**src/rtl/flash_cmd_pkg.sv**
```systemverilog
package flash_cmd_pkg;

  typedef enum logic [1:0] {RD_ARRAY, RD_STATUS, RD_ID, RD_QUERY} rdMode_t;

  typedef enum logic [3:0] {
    ST_READY, ST_PSETUP, ST_ESETUP, ST_LSETUP, ST_OSETUP, ST_BSETUP,
    ST_PBUSY, ST_EBUSY, ST_OBUSY, ST_BEFP, ST_PSUSP, ST_ESUSP,
    ST_PSETUP_ES, ST_PBUSY_ES, ST_ESETUP_PS
  } cmdState_t;

  typedef struct packed {
    logic startOp;   // load the busy counter
    logic longOp;    // erase duration instead of program duration
    logic hold;      // counter frozen (suspended)
    logic restore;   // reload saved erase count
    logic clrErr;
    logic seqErr;
    logic eSusp;
    logic pSusp;
    logic befp;
  } ctlStrobe_t;

  localparam logic [7:0] C_PROG   = 8'h40;
  localparam logic [7:0] C_ERASE  = 8'h20;
  localparam logic [7:0] C_CONF   = 8'hD0;
  localparam logic [7:0] C_SUSP   = 8'hB0;
  localparam logic [7:0] C_ARRAY  = 8'hFF;
  localparam logic [7:0] C_STAT   = 8'h70;
  localparam logic [7:0] C_ID     = 8'h90;
  localparam logic [7:0] C_QUERY  = 8'h98;
  localparam logic [7:0] C_CLR    = 8'h50;
  localparam logic [7:0] C_LOCKS  = 8'h60;
  localparam logic [7:0] C_LOCK   = 8'h01;
  localparam logic [7:0] C_LDOWN  = 8'h2F;
  localparam logic [7:0] C_CFG    = 8'h03;
  localparam logic [7:0] C_OTP    = 8'hC0;
  localparam logic [7:0] C_FAST   = 8'h80;

endpackage

```
**src/rtl/flash_cmd_fsm.sv**
```systemverilog
module flash_cmd_fsm
  import flash_cmd_pkg::*;
#(
  parameter int PART_W = 2
) (
  input  logic              clk,
  input  logic              rstN,
  input  logic              wrEn,
  input  logic [PART_W-1:0] wrPart,
  input  logic [7:0]        wrCode,
  input  logic              cntRun,
  input  logic              cntDone,
  output ctlStrobe_t        strb,
  output rdMode_t           rdMode,
  output logic [PART_W-1:0] busyPart
);

  cmdState_t state, nxtState;
  rdMode_t nxtMode;
  logic [PART_W-1:0] setupPart, nxtSetupPart, nxtBusyPart;
  logic samePart, cmdable, knownCode;

  assign samePart = (wrPart == setupPart);
  assign cmdable  = state inside {ST_READY, ST_PBUSY, ST_EBUSY, ST_OBUSY,
                                  ST_PSUSP, ST_ESUSP, ST_PBUSY_ES};
  assign knownCode = wrCode inside {C_PROG, C_ERASE, C_CONF, C_SUSP, C_ARRAY,
                                    C_STAT, C_ID, C_QUERY, C_CLR, C_LOCKS, C_OTP, C_FAST};

  always_comb begin
    nxtState     = state;
    nxtMode      = rdMode;
    nxtSetupPart = setupPart;
    nxtBusyPart  = busyPart;
    strb         = '0;
    strb.hold    = state inside {ST_PSUSP, ST_ESETUP_PS, ST_ESUSP, ST_PSETUP_ES};
    strb.eSusp   = state inside {ST_ESUSP, ST_PSETUP_ES, ST_PBUSY_ES};
    strb.pSusp   = state inside {ST_PSUSP, ST_ESETUP_PS};
    strb.befp    = (state == ST_BEFP);

    if (cntDone) begin
      case (state)
        ST_PBUSY, ST_EBUSY, ST_OBUSY: nxtState = ST_READY;
        ST_PBUSY_ES: begin nxtState = ST_ESUSP; strb.restore = 1'b1; end
        default: ;
      endcase
    end

    if (wrEn) begin
      if (cmdable) begin
        case (wrCode)
          C_ARRAY: nxtMode = RD_ARRAY;
          C_STAT:  nxtMode = RD_STATUS;
          C_ID:    nxtMode = RD_ID;
          C_QUERY: nxtMode = RD_QUERY;
          default: ;
        endcase
      end
      case (state)
        ST_READY: begin
          if (wrCode inside {C_PROG, C_ERASE, C_LOCKS, C_OTP, C_FAST}) begin
            nxtSetupPart = wrPart;
            nxtMode      = RD_STATUS;
          end
          case (wrCode)
            C_PROG:  nxtState = ST_PSETUP;
            C_ERASE: nxtState = ST_ESETUP;
            C_LOCKS: nxtState = ST_LSETUP;
            C_OTP:   nxtState = ST_OSETUP;
            C_FAST:  nxtState = ST_BSETUP;
            C_CLR:   strb.clrErr = 1'b1;
            default: ;
          endcase
        end
        ST_PSETUP, ST_OSETUP, ST_ESETUP, ST_LSETUP, ST_BSETUP: begin
          nxtMode  = RD_STATUS;
          nxtState = ST_READY;
          if (!samePart) strb.seqErr = 1'b1;
          else case (state)
            ST_PSETUP: begin strb.startOp = 1'b1; nxtState = ST_PBUSY; end
            ST_OSETUP: begin strb.startOp = 1'b1; nxtState = ST_OBUSY; end
            ST_ESETUP:
              if (wrCode == C_CONF) begin
                strb.startOp = 1'b1; strb.longOp = 1'b1; nxtState = ST_EBUSY;
              end else strb.seqErr = 1'b1;
            ST_LSETUP:
              if (!(wrCode inside {C_LOCK, C_LDOWN, C_CFG})) strb.seqErr = 1'b1;
            default:
              if (wrCode == C_CONF) nxtState = ST_BEFP;
              else strb.seqErr = 1'b1;
          endcase
          if (strb.startOp) nxtBusyPart = wrPart;
        end
        ST_PBUSY, ST_EBUSY:
          if (wrCode == C_SUSP && !cntDone) begin
            nxtState = (state == ST_PBUSY) ? ST_PSUSP : ST_ESUSP;
            nxtMode  = RD_STATUS;
          end
        ST_BEFP:
          if (!samePart) begin
            if (!cntRun) nxtState = ST_READY;
          end else if (!cntRun) begin
            strb.startOp = 1'b1;
            nxtBusyPart  = wrPart;
          end
        ST_PSUSP:
          case (wrCode)
            C_CONF:  begin nxtState = ST_PBUSY; nxtMode = RD_STATUS; end
            C_ERASE: nxtState = ST_ESETUP_PS;
            C_CLR:   strb.clrErr = 1'b1;
            default: ;
          endcase
        ST_ESETUP_PS: nxtState = ST_PSUSP;  // ambiguous second cycle dropped
        ST_ESUSP:
          case (wrCode)
            C_CONF: begin nxtState = ST_EBUSY; nxtMode = RD_STATUS; end
            C_PROG: begin nxtState = ST_PSETUP_ES; nxtSetupPart = wrPart; end
            C_CLR:  strb.clrErr = 1'b1;
            default: ;
          endcase
        ST_PSETUP_ES: begin
          nxtMode = RD_STATUS;
          if (samePart) begin
            strb.startOp = 1'b1;
            nxtBusyPart  = wrPart;
            nxtState     = ST_PBUSY_ES;
          end else begin
            strb.seqErr = 1'b1;
            nxtState    = ST_ESUSP;
          end
        end
        default: ;
      endcase
    end
  end

  always_ff @(posedge clk) begin
    if (!rstN) begin
      state     <= ST_READY;
      rdMode    <= RD_ARRAY;
      setupPart <= '0;
      busyPart  <= '0;
    end else begin
      state     <= nxtState;
      rdMode    <= nxtMode;
      setupPart <= nxtSetupPart;
      busyPart  <= nxtBusyPart;
    end
  end

  assert_ambiguous_ignored_R7: assert property (@(posedge clk) disable iff (!rstN)
    (state == ST_ESETUP_PS && wrEn) |=> (state == ST_PSUSP));

  assert_fast_discard_R11: assert property (@(posedge clk) disable iff (!rstN)
    (state == ST_BEFP && wrEn && cntRun) |-> !strb.startOp);

  assert_illegal_no_mode_R13: assert property (@(posedge clk) disable iff (!rstN)
    (state == ST_READY && wrEn && !knownCode) |=> $stable(rdMode));

endmodule

```
**src/rtl/flash_cmd_dp.sv**
```systemverilog
module flash_cmd_dp
  import flash_cmd_pkg::*;
#(
  parameter int          PART_W       = 2,
  parameter int          PROG_CYCLES  = 6,
  parameter int          ERASE_CYCLES = 12,
  parameter logic [15:0] ID_CODE      = 16'h00A7,
  parameter logic [15:0] QUERY_CODE   = 16'h0051
) (
  input  logic              clk,
  input  logic              rstN,
  input  ctlStrobe_t        strb,
  input  logic [15:0]       wrData,
  input  rdMode_t           rdMode,
  input  logic [PART_W-1:0] busyPart,
  input  logic [PART_W-1:0] rdPart,
  input  logic [15:0]       arrayData,
  output logic              cntRun,
  output logic              cntDone,
  output logic [7:0]        statusReg,
  output logic [15:0]       rdData,
  output logic              opStart,
  output logic [15:0]       opData
);

  localparam int CNT_W = $clog2(ERASE_CYCLES + 1);

  logic [CNT_W-1:0] cnt, savedCnt;
  logic [1:0] errBits;

  assign cntRun  = (cnt != '0) && !strb.hold;
  assign cntDone = cntRun && (cnt == CNT_W'(1));

  assign statusReg = {!cntRun, strb.eSusp, errBits, 1'b0, strb.pSusp, 1'b0,
                      strb.befp && cntRun};

  always_comb begin
    case (rdMode)
      RD_ARRAY:  rdData = (cntRun && rdPart == busyPart) ? 16'hFFFF : arrayData;
      RD_STATUS: rdData = {8'h00, statusReg};
      RD_ID:     rdData = ID_CODE;
      default:   rdData = QUERY_CODE;
    endcase
  end

  always_ff @(posedge clk) begin
    if (!rstN) begin
      cnt      <= '0;
      savedCnt <= '0;
      errBits  <= '0;
      opStart  <= 1'b0;
      opData   <= '0;
    end else begin
      if (strb.startOp) begin
        if (strb.eSusp) savedCnt <= cnt;
        cnt <= strb.longOp ? CNT_W'(ERASE_CYCLES) : CNT_W'(PROG_CYCLES);
      end else if (strb.restore) begin
        cnt <= savedCnt;
      end else if (cntRun) begin
        cnt <= cnt - CNT_W'(1);
      end
      if (strb.seqErr)      errBits <= 2'b11;
      else if (strb.clrErr) errBits <= 2'b00;
      opStart <= strb.startOp;
      if (strb.startOp) opData <= wrData;
    end
  end

  assert_start_busy_R2: assert property (@(posedge clk) disable iff (!rstN)
    strb.startOp |=> !statusReg[7]);

  assert_clear_idle_R5: assert property (@(posedge clk) disable iff (!rstN)
    strb.clrErr |-> !cntRun);

  assert_err_sticky_R5: assert property (@(posedge clk) disable iff (!rstN)
    (errBits != 2'b00 && !strb.clrErr) |=> (errBits != 2'b00));

  assert_suspend_freeze_R6: assert property (@(posedge clk) disable iff (!rstN)
    (strb.hold && !strb.startOp) |=> $stable(cnt));

endmodule

```
**src/rtl/flash_cmd_ctrl.sv**
```systemverilog
module flash_cmd_ctrl
  import flash_cmd_pkg::*;
#(
  parameter int          PART_W       = 2,
  parameter int          PROG_CYCLES  = 6,
  parameter int          ERASE_CYCLES = 12,
  parameter logic [15:0] ID_CODE      = 16'h00A7,
  parameter logic [15:0] QUERY_CODE   = 16'h0051
) (
  input  logic              clk,
  input  logic              rstN,
  input  logic              wrEn,
  input  logic [PART_W-1:0] wrPart,
  input  logic [15:0]       wrData,
  input  logic [PART_W-1:0] rdPart,
  input  logic [15:0]       arrayData,
  output logic [15:0]       rdData,
  output logic [7:0]        statusReg,
  output logic              busy,
  output logic              opStart,
  output logic [15:0]       opData
);

  ctlStrobe_t strb;
  rdMode_t rdMode;
  logic [PART_W-1:0] busyPart;
  logic cntRun, cntDone;

  assign busy = cntRun;

  flash_cmd_fsm #(.PART_W(PART_W)) uFsm (
    .clk(clk), .rstN(rstN), .wrEn(wrEn), .wrPart(wrPart), .wrCode(wrData[7:0]),
    .cntRun(cntRun), .cntDone(cntDone), .strb(strb), .rdMode(rdMode),
    .busyPart(busyPart)
  );

  flash_cmd_dp #(
    .PART_W(PART_W), .PROG_CYCLES(PROG_CYCLES), .ERASE_CYCLES(ERASE_CYCLES),
    .ID_CODE(ID_CODE), .QUERY_CODE(QUERY_CODE)
  ) uDp (
    .clk(clk), .rstN(rstN), .strb(strb), .wrData(wrData), .rdMode(rdMode),
    .busyPart(busyPart), .rdPart(rdPart), .arrayData(arrayData),
    .cntRun(cntRun), .cntDone(cntDone), .statusReg(statusReg), .rdData(rdData),
    .opStart(opStart), .opData(opData)
  );

endmodule

```
**config.mk**
```make
export PLATFORM = sky130hd
export DESIGN_NAME = flash_cmd_ctrl
export DESIGN_NICKNAME = d
export VERILOG_FILES = /design/src/rtl/flash_cmd_pkg.sv /design/src/rtl/flash_cmd_fsm.sv /design/src/rtl/flash_cmd_dp.sv /design/src/rtl/flash_cmd_ctrl.sv
export SDC_FILE = /design/constraint.sdc
export NUM_CORES = 1
export LEC_CHECK = 0
export CORE_MARGIN = 2
export CORE_UTILIZATION = 58
export CTS_CLUSTER_SIZE = 30
export DETAILED_ROUTE_END_ITERATION = 10
export DONT_BUFFER_PORTS = 1
export GPL_TIMING_DRIVEN = 0
export PLACE_DENSITY_LB_ADDON = 0.15
export SLEW_MARGIN = 20
export SYNTH_ARGS = -nofsm -noshare
export SYNTH_HDL_FRONTEND = slang
export SYNTH_SLANG_ARGS = --single-unit
```
**constraint.sdc**
```tcl
create_clock -name clk -period 2.43 [get_ports clk]
set_input_delay 0.729 -clock clk [delete_from_list [all_inputs] [get_ports clk]]
set_output_delay 0.729 -clock clk [all_outputs]
set_load 0.05 [all_outputs]
```
# == Word-level counts from Yosys, hierarchy flattened ==
# Index checks and enable logic that the tools add are counted.
# word_totals
regBits,37
input_bits,39
out_inout_bits,42
# op_classes
addsub,1
eq_ne,40
mux,61
reduce_logical,31
# ops
op,n
8-bit == test (second input constant),7
16-bit case mux with 3 select lines,1
4-bit 2-to-1 mux,11
2-bit 2-to-1 mux,18
8-bit by 7-bit == test with 1-bit output (second input constant),4
4-bit case mux with 8 select lines,1
4-bit == test (second input constant),7
4-bit case mux with 2 select lines,3
4-bit case mux with 5 select lines,1
4-bit by 3-bit == test with 1-bit output (second input constant),4
8-bit by 6-bit == test with 1-bit output (second input constant),2
16-bit 2-to-1 mux,1
2-bit case mux with 4 select lines,2
4-bit case mux with 4 select lines,1
1-bit 2-to-1 mux,14
3-bit nonzero test,4
2-bit != test (second input constant),5
4-bit by 1-bit == test with 1-bit output (second input constant),2
4-bit by 2-bit == test with 1-bit output (second input constant),2
8-bit by 1-bit == test with 1-bit output (second input constant),1
8-bit by 2-bit == test with 1-bit output (second input constant),1
4-bit nonzero test,2
7-bit nonzero test,1
3-bit 2-to-1 mux,2
other kinds (22),36

# == Depth between registers and ports, before layout ==
# Gate-level depths: netlist of run 1.
# depth
ltp_word,10
ltp_mapped,9

# == Hierarchy ==
# Synthesis of run 1 repeated with hierarchy kept, for this count alone.
# hier_totals
cells_unflattened,359
hier_area_um2,2807.7
# modules_own_cells
mod,instances,cells_each,area_each_um2,seq_area_each_um2
flash_cmd_dp,1,156,1456.4,520.5
flash_cmd_fsm,1,203,1351.3,200.2

# == Worst setup path after synthesis of run 1 ==
# OpenSTA, ideal clock, no wires.
# synth_timing
path_kind,register to output
from,register uDp.cnt[0]
to,output port rdData[4]
arrival_time_ns,3.482
t_required_ns,1.701
setup_slack_ns,-1.781
stages_incl_launch_ff,9
cell_sequence,dfxtp_1 inv_1 ha_1 nor3b_1 a31oi_2 inv_2 nor3_2 nor2_1 o31ai_1
# synth_between
elab_chain_len,5
# synth_lines
item,line,text
start: declaration,flash_cmd_dp.sv:28,"logic [CNT_W-1:0] cnt, savedCnt;"
start signal: assignment,flash_cmd_dp.sv:56,cnt <= strb.longOp ? CNT_W'(ERASE_CYCLES) : CNT_W'(PROG_CYCLES);
start signal: assignment,flash_cmd_dp.sv:58,cnt <= savedCnt;
start signal: assignment,flash_cmd_dp.sv:60,cnt <= cnt - CNT_W'(1);
4-bit nonzero test,flash_cmd_dp.sv:31,assign cntRun = (cnt != '0) && !strb.hold;
1-bit logical AND,flash_cmd_dp.sv:31,
net busy,flash_cmd_ctrl.sv:19,"output logic busy,"
1-bit logical AND,flash_cmd_dp.sv:39,RD_ARRAY: rdData = (cntRun && rdPart == busyPart) ? 16'hFFFF : arrayData;
16-bit 2-to-1 mux,flash_cmd_dp.sv:39,
16-bit case mux with 3 select lines,flash_cmd_dp.sv:38,case (rdMode)
end: declaration,flash_cmd_ctrl.sv:17,"output logic [15:0] rdData,"
# The timed path passes the listed nets, and every way through them passes these cells.

# == Worst setup path after layout of run 1 ==
# layout_timing
from,register uDp.cnt[0]
to,output port rdData[1]
# The elaborated chain is that of the path after synthesis.

==> flow_summary.yaml, run 1 <==
timing:
  rsz0062_at_grt: "yes"
  worst_pin_slew_ps: 912
  min_period_over_period: 1.42
  clock_skew_ps: 1.87
  setup_viol: 18
  final_hold_viol_count: 0
  fmax_mhz: 290
  fin_crit_ps: 3450
  fin_ws_ps: -1020
  drv_slew: 0
  slew-limit-headroom: 0.390
  holdWs_ps: 463
outcome:
  violations: "negative setup slack"
  run_status: "finished with violations"
synthesis:
  synth_top_family_by_area: "compound AO/OA/AOI/OAI gates"
  synth.cell_area_um2: 2850
  synth_cell_type_count: 77
  syn_avg_cell_area_um2: 7.26
  synth_edf_count: 0
  synthAdderAreaFrac: 0.0132
  synth_warnings: 0
  synth_xor_area_frac: 0.0154
  synthCells: 392
  async_flop_share: 0
  ys_ff_latch: 36
  synth.area.mux_share: 0.0176
  synth_simple_gate_area_frac: 0.313
  synth.largest_area_cell: "dfxtp_1"
  synth_area_leaders: "dfxtp_1, a21oi_1, nand2_1"
  synth_top_cell_area_share: 0.253
  synth-compound-area-share: 0.317
  synth-seq-area-share: 0.253
  synth-main-ff-cell: "dfxtp_1"
clock_tree:
  clock-sinks: 36
  holdBufCountCts: 0
  cts_inserted_buffers: 5
  clk_latency_ps: 290
  cts_tree: "yes"
  htreeDepth: 2
  clkTransAtPathRegs_ps: 80
  cts_buffer_depth: 2
  root_buffer: "clkbuf_8"
place:
  place_congestion: 1.02
  post-place-ws_ps: -770
  place_area_um2: 3110
  dp_cells: 460
  port_buffers: 0
  place_hpwl_um: 6970
floorplanning:
  num_rows: 25
  dieArea_um2: 5490
  start_util: 0.603
  die_x_um: 74.1
  core_um2: 4720
  die_h_um: 74.1
  num_io_pins: 81
flow_run:
  drv_cap: 0
power_and_ir_drop:
  leakage_nw: 1.12
  max-vdd-ir-drop_mv: 0.465
  combPwrFrac: 0.433
  p_sw_frac: 0.419
  power_mw: 2.12
  power_frac_clock: 0.255
  power_switching_uw: 888
  powerDensity_nw_per_um2: 606
  pwr-share-seq: 0.312
  power.internal_mw: 1.23
worst_setup_path:
  reg2reg_depth: 8
  critical_path_required_ps: 1700
  worstReg2RegStart: "uDp.cnt[0]"
  critPathKind: "reg -> out"
  slowest_delay_ps: 550
  rrSetupSlack_ps: 10
  crit_path_start_kind: "register"
  crit_chain: "inv_4 > ha_4 > nor3b_4 > a31oi_4 > inv_6 > nor3_4 > buf_6 > buf_6 > nor3_1 > nor2_4"
  critPathMaxFanout: 10
  reg2reg_to: "uDp.cnt[3]"
  cpMostUsedCell: "buf_6"
  end_kind: "output pin"
  crit_arrival_ps: 2720
  cp_slowest_cell: "a31oi_4"
drt:
  drt_iter0_markers: 425
  detail-route-antenna-nets: 0
  drc: 0
  wl_per_cell_um: 20.4
  wirelength_um: 9710
  vias: 3279
  first_pass_iters: 5
  via_per_inst: 6.87
layout:
  fin_area_um2: 3490
  antenna_cells: 0
  drive_gt1_frac: 0.220
  num-nets-final: 451
  n_fill_cell: 352
  final_cell_count_no_fill: 477
  syn_to_final_growth_pct: 22.7
global_routing:
  grt_max_degree: 13
  grt_overflow_total: 0
  grt_pass1_wl_um: 14900
  grt_antenna_before_repair: 0
  first_global_vias: 3108
  track_usage: 0.353
worst_hold_path:
  worstHoldStart: "uDp.savedCnt[0]"
  hp-class: "reg -> reg"
  hold_depth: 2
  holdPathEnd: "uDp.savedCnt[0]"
==> Yosys cell counts (all sizes together), types with 8 or more instances <==
| library cell | number |
|---|---|
| dfxtp | 36 |
| o21a | 10 |
| clkbuf | 26 |
| inv | 8 |
| nor2b | 8 |
| buf | 10 |
| nor2 | 16 |
| a21oi | 36 |
| nand2 | 39 |
| o21ai | 37 |
| o31ai | 8 |
| a31oi | 9 |
| nand3 | 25 |
| nor3 | 12 |
==> metal layers <==
layer	wire length (um)	track usage	up-vias
met4	240	0.113	0
met3	1060	0.0745	34
met5	0	0	-
met2	4620	0.615	237
li1	-	-	1504
met1	3790	0.433	1504
==> sequential cells by signal, indices dropped and copies added (netlist names) <==
signal          count
uDp.cnt             4
uDp.errBits         1
uDp.opData         16
uDp.opStart         1
uDp.savedCnt        4
uFsm.busyPart       2
uFsm.rdMode         2
uFsm.setupPart      2
uFsm.state          4
==> through the flow <==
| stage | setup TNS [ps] | utilization |
|---|---|---|
| 3_5_place_dp | -17450 | 0.658 |
| 4_1_cts | -14890 | 0.723 |
| 3_3_place_gp | -16410 | 0.658 |
| 2_1_floorplan | -6690 | - |
| 5_1_grt | -16350 | 0.740 |
| 6_report | -15300 | 0.740 |
==> logic make-up after synthesis <==
family,count (synthesis)
fa+ha+maj,3
xor+xnor,5
flops,36
mux,5
simple gates,156
buf+inv,46
compound gates,140
other cells,1
==> power by group through the flow <==
| stage | sequential, mW | combinational [mW] | clock, mW |
|---|---|---|---|
| 2_1_floorplan | 0.657 | 0.702 | 0 |
| 3_3_place_gp | 0.663 | 0.789 | 0 |
| 3_5_place_dp | 0.666 | 0.809 | 0 |
| 4_1_cts | 0.658 | 0.890 | 0.537 |
| 5_1_grt | 0.665 | 0.970 | 0.560 |
| 6_report | 0.661 | 0.916 | 0.540 |
==> critical path, delay by kind of cell, from the launching register on <==
family                   cells  cell delay (ps)
buffers and inverters        4              530
adder cells (fa/ha/maj)      1              150
flip-flops                   1              370
AO/OA/AOI/OAI                1              550
AND/OR/NAND/NOR              4              810
==> worst max path at each step <==
stage	from	endpoint	cells after the start
2_1_floorplan	uDp.cnt[0]	rdData[4]	8
3_3_place_gp	uDp.cnt[0]	rdData[1]	9
3_5_place_dp	uDp.cnt[0]	rdData[1]	9
4_1_cts	uDp.cnt[0]	rdData[4]	9
5_1_grt	uDp.cnt[1]	rdData[1]	10
6_report	uDp.cnt[0]	rdData[1]	10
==> timing repair <==
action / 4_1_cts / 5_1_grt
setup endpoints to repair: 21 / 47
pin swaps: 7 / 2
setup buffers: 9 / 0
resized for setup: 40 / 22
cloned: 1 / 0
==> placed cells by master, fill, tap and decap left out, types with 3 or more instances in the layout <==
| cell | count |
|---|---|
| inv_1 | 5 |
| nor4b_1 | 3 |
| clkbuf_1 | 15 |
| and2_1 | 3 |
| nand3_1 | 25 |
| o21a_4 | 7 |
| mux2i_1 | 5 |
| o21ai_0 | 15 |
| nor2b_1 | 4 |
| a211oi_1 | 5 |
| dfxtp_4 | 3 |
| nand3b_1 | 6 |
| o21ai_1 | 20 |
| dfxtp_2 | 3 |
| buf_2 | 3 |
| o22ai_1 | 4 |
| nor4_1 | 3 |
| o211ai_1 | 3 |
| nand2b_1 | 5 |
| nor2_1 | 14 |
| nand4_1 | 4 |
| nand2_1 | 39 |
| buf_6 | 4 |
| a31oi_1 | 8 |
| buf_4 | 15 |
| nor3_1 | 11 |
| or3_1 | 3 |
| o31ai_1 | 6 |
| dfxtp_1 | 30 |
| a21oi_1 | 34 |
| or4_1 | 3 |
| clkbuf_8 | 8 |
==> cell type report <==
| cell class | instances | area (um2) | share of cell area |
|---|---|---|---|
| tap | 67 | 83.8 | 0.0240 |
| buffer | 35 | 224 | 0.0641 |
| multi-input combinational | 311 | 2220 | 0.635 |
| clock inverter | 3 | 42.5 | 0.0122 |
| clock buffer | 5 | 68.8 | 0.0197 |
| inverter | 10 | 45.0 | 0.0129 |
| timing repair buffer | 9 | 71.3 | 0.0204 |
| timing repair inverter | 1 | 3.75 | 0.00107 |
| sequential | 36 | 736 | 0.211 |
Note: power is estimated with default switching activity, not from simulation.
==> inputs of run 2 (changes only) <==
- GPL_ROUTABILITY_DRIVEN: default -> 0
- PLACE_DENSITY: default -> 0.82
- PLACE_DENSITY_LB_ADDON: 0.15 -> default
==> run 2 against run 1 <==
- the flow finishes with violations (design-rule violations, negative setup slack)
- setup slack got worse by 26 ps
- combinational power increased by 2.9%
- power decreased by 1.3%
- first-iteration DRC count is 45% higher
- sequential power is essentially flat
- sequential cell count did not move
- non-clock buffer count grew 3
- clock power fell by 9.8%
- critical path type unchanged
- critical endpoint unchanged
- largest cell class unchanged
- highest routed layer unchanged
==> flow_summary.yaml, run 2 (synthesis results as in run 1) <==
outcome:
  run_status: "finished with violations"
  violations: "design-rule violations, negative setup slack"
power_and_ir_drop:
  leakage_nw: 1.14
  pwr-share-seq: 0.316
  power_switching_uw: 912
  power_frac_clock: 0.233
  power_mw: 2.09
  max-vdd-ir-drop_mv: 0.410
  power.internal_mw: 1.18
  p_sw_frac: 0.436
  powerDensity_nw_per_um2: 590
  combPwrFrac: 0.451
floorplanning:
  num_rows: 25
  dieArea_um2: 5490
  num_io_pins: 81
  die_x_um: 74.1
  core_um2: 4720
  die_h_um: 74.1
  start_util: 0.603
clock_tree:
  htreeDepth: 2
  holdBufCountCts: 0
  clkTransAtPathRegs_ps: 90
  root_buffer: "clkbuf_8"
  cts_tree: "yes"
  cts_buffer_depth: 2
  cts_inserted_buffers: 5
  clk_latency_ps: 310
  clock-sinks: 36
place:
  place_hpwl_um: 6520
  dp_cells: 460
  port_buffers: 0
timing:
  fin_crit_ps: 3470
  setup_viol: 18
  setup_tns_ps: -15580
  worst_pin_slew_ps: 895
  fmax_mhz: 288
  clock_skew_ps: 7.14
  slew-limit-headroom: 0.401
  min_period_over_period: 1.43
  fin_ws_ps: -1040
  drv_slew: 0
  rsz0062_at_grt: "yes"
  final_hold_viol_count: 0
layout:
  top_register: "uDp.opData"
  mostFrequentLayoutCells: "nand2_1, a21oi_1, dfxtp_1, nand3_1, o21ai_1"
  num-nets-final: 454
  syn_to_final_growth_pct: 24.4
  antenna_cells: 0
  layout_commonest_cell: "nand2_1"
  drive_gt1_frac: 0.228
  largest_reg_flops: 16
  final_cell_count_no_fill: 480
worst_setup_path:
  crit_path_start_kind: "register"
  critPathMaxFanout: 10
  crit_arrival_ps: 2740
  critical_path_required_ps: 1700
  critPathKind: "reg -> out"
  end_kind: "output pin"
drt:
  via_per_inst: 6.92
  drc: 1
  drt_iter0_markers: 618
  wl_per_cell_um: 19.9
  first_pass_iters: 11
  wirelength_um: 9570
  detail-route-antenna-nets: 0
  vias: 3323
global_routing:
  grt_pass1_wl_um: 15200
  grt_antenna_before_repair: 0
  grt_overflow_total: 0
  grt_max_degree: 13
  first_global_vias: 3088
  track_usage: 0.358
worst_hold_path:
  hp-class: "reg -> reg"
flow_run:
  drv_cap: 0
run 2: final cells by class:
cell class	count	area, um2
multi-input cells	311	2230
fillers	343	1180
flip-flops and latches	36	737
plain buffers	34	230
repair buffers	13	114
well taps	67	83.8
clock buffers	6	82.6
inverters	10	47.5
clock inverters	2	13.8
repair inverters	1	3.75
run 2: path summary, 6_finish.rpt:
check	from	end	slack, ps	cells after the start
setup / recovery	uDp.cnt[0]	rdData[1]	-1040	10
hold / removal	uDp.savedCnt[3]	uDp.savedCnt[3]	460	2
setup reg to reg	uDp.cnt[0]	uDp.cnt[3]	50	9
hold reg to reg	uDp.savedCnt[3]	uDp.savedCnt[3]	460	2
run 2: worst max-delay path: stages (launching register included):
cell and delay [ps]:
dfxtp_4 370, inv_4 40, ha_4 150, nor3b_4 150
a31oi_4 560, inv_6 180, nor3_4 260, buf_12 150
buf_6 160, nor3_1 90, nor2_4 300
run 2: stage by stage:
stage	setup WS [ps]	utilization	hold slack (ps)	instance area, um2
after floorplan	-521	-	435	3030
after global placement	-802	0.658	444	3110
after detailed placement	-843	0.658	451	3110
after CTS	-1020	0.725	462	3420
after global routing	-1110	0.750	475	3540
final	-1040	0.750	462	3540
run 2: routing by layer:
| metal | GRT usage | vias to the layer above | part of all wire |
|---|---|---|---|
| met5 | 0 | - | 0 |
| met4 | 0.123 | 0 | 0.044 |
| met3 | 0.107 | 64 | 0.14 |
| met2 | 0.577 | 286 | 0.44 |
| met1 | 0.456 | 1453 | 0.37 |
| li1 | - | 1520 | - |
run 2: power by group through the flow:
stage / combinational, mW / sequential [mW] / clock (mW)
after detailed placement: 0.801 / 0.666 / 0
after global placement: 0.794 / 0.665 / 0
final: 0.943 / 0.660 / 0.487
after CTS: 0.906 / 0.659 / 0.480
after global routing: 0.991 / 0.665 / 0.499
after floorplan: 0.702 / 0.657 / 0
run 2: repair_timing:
item                                    in CTS  in global routing
gates resized for setup                     40                 32
endpoints found under the setup margin      20                 46
gates cloned                                 1                  0
buffers inserted                            10                  3
pin swaps                                    6                  2
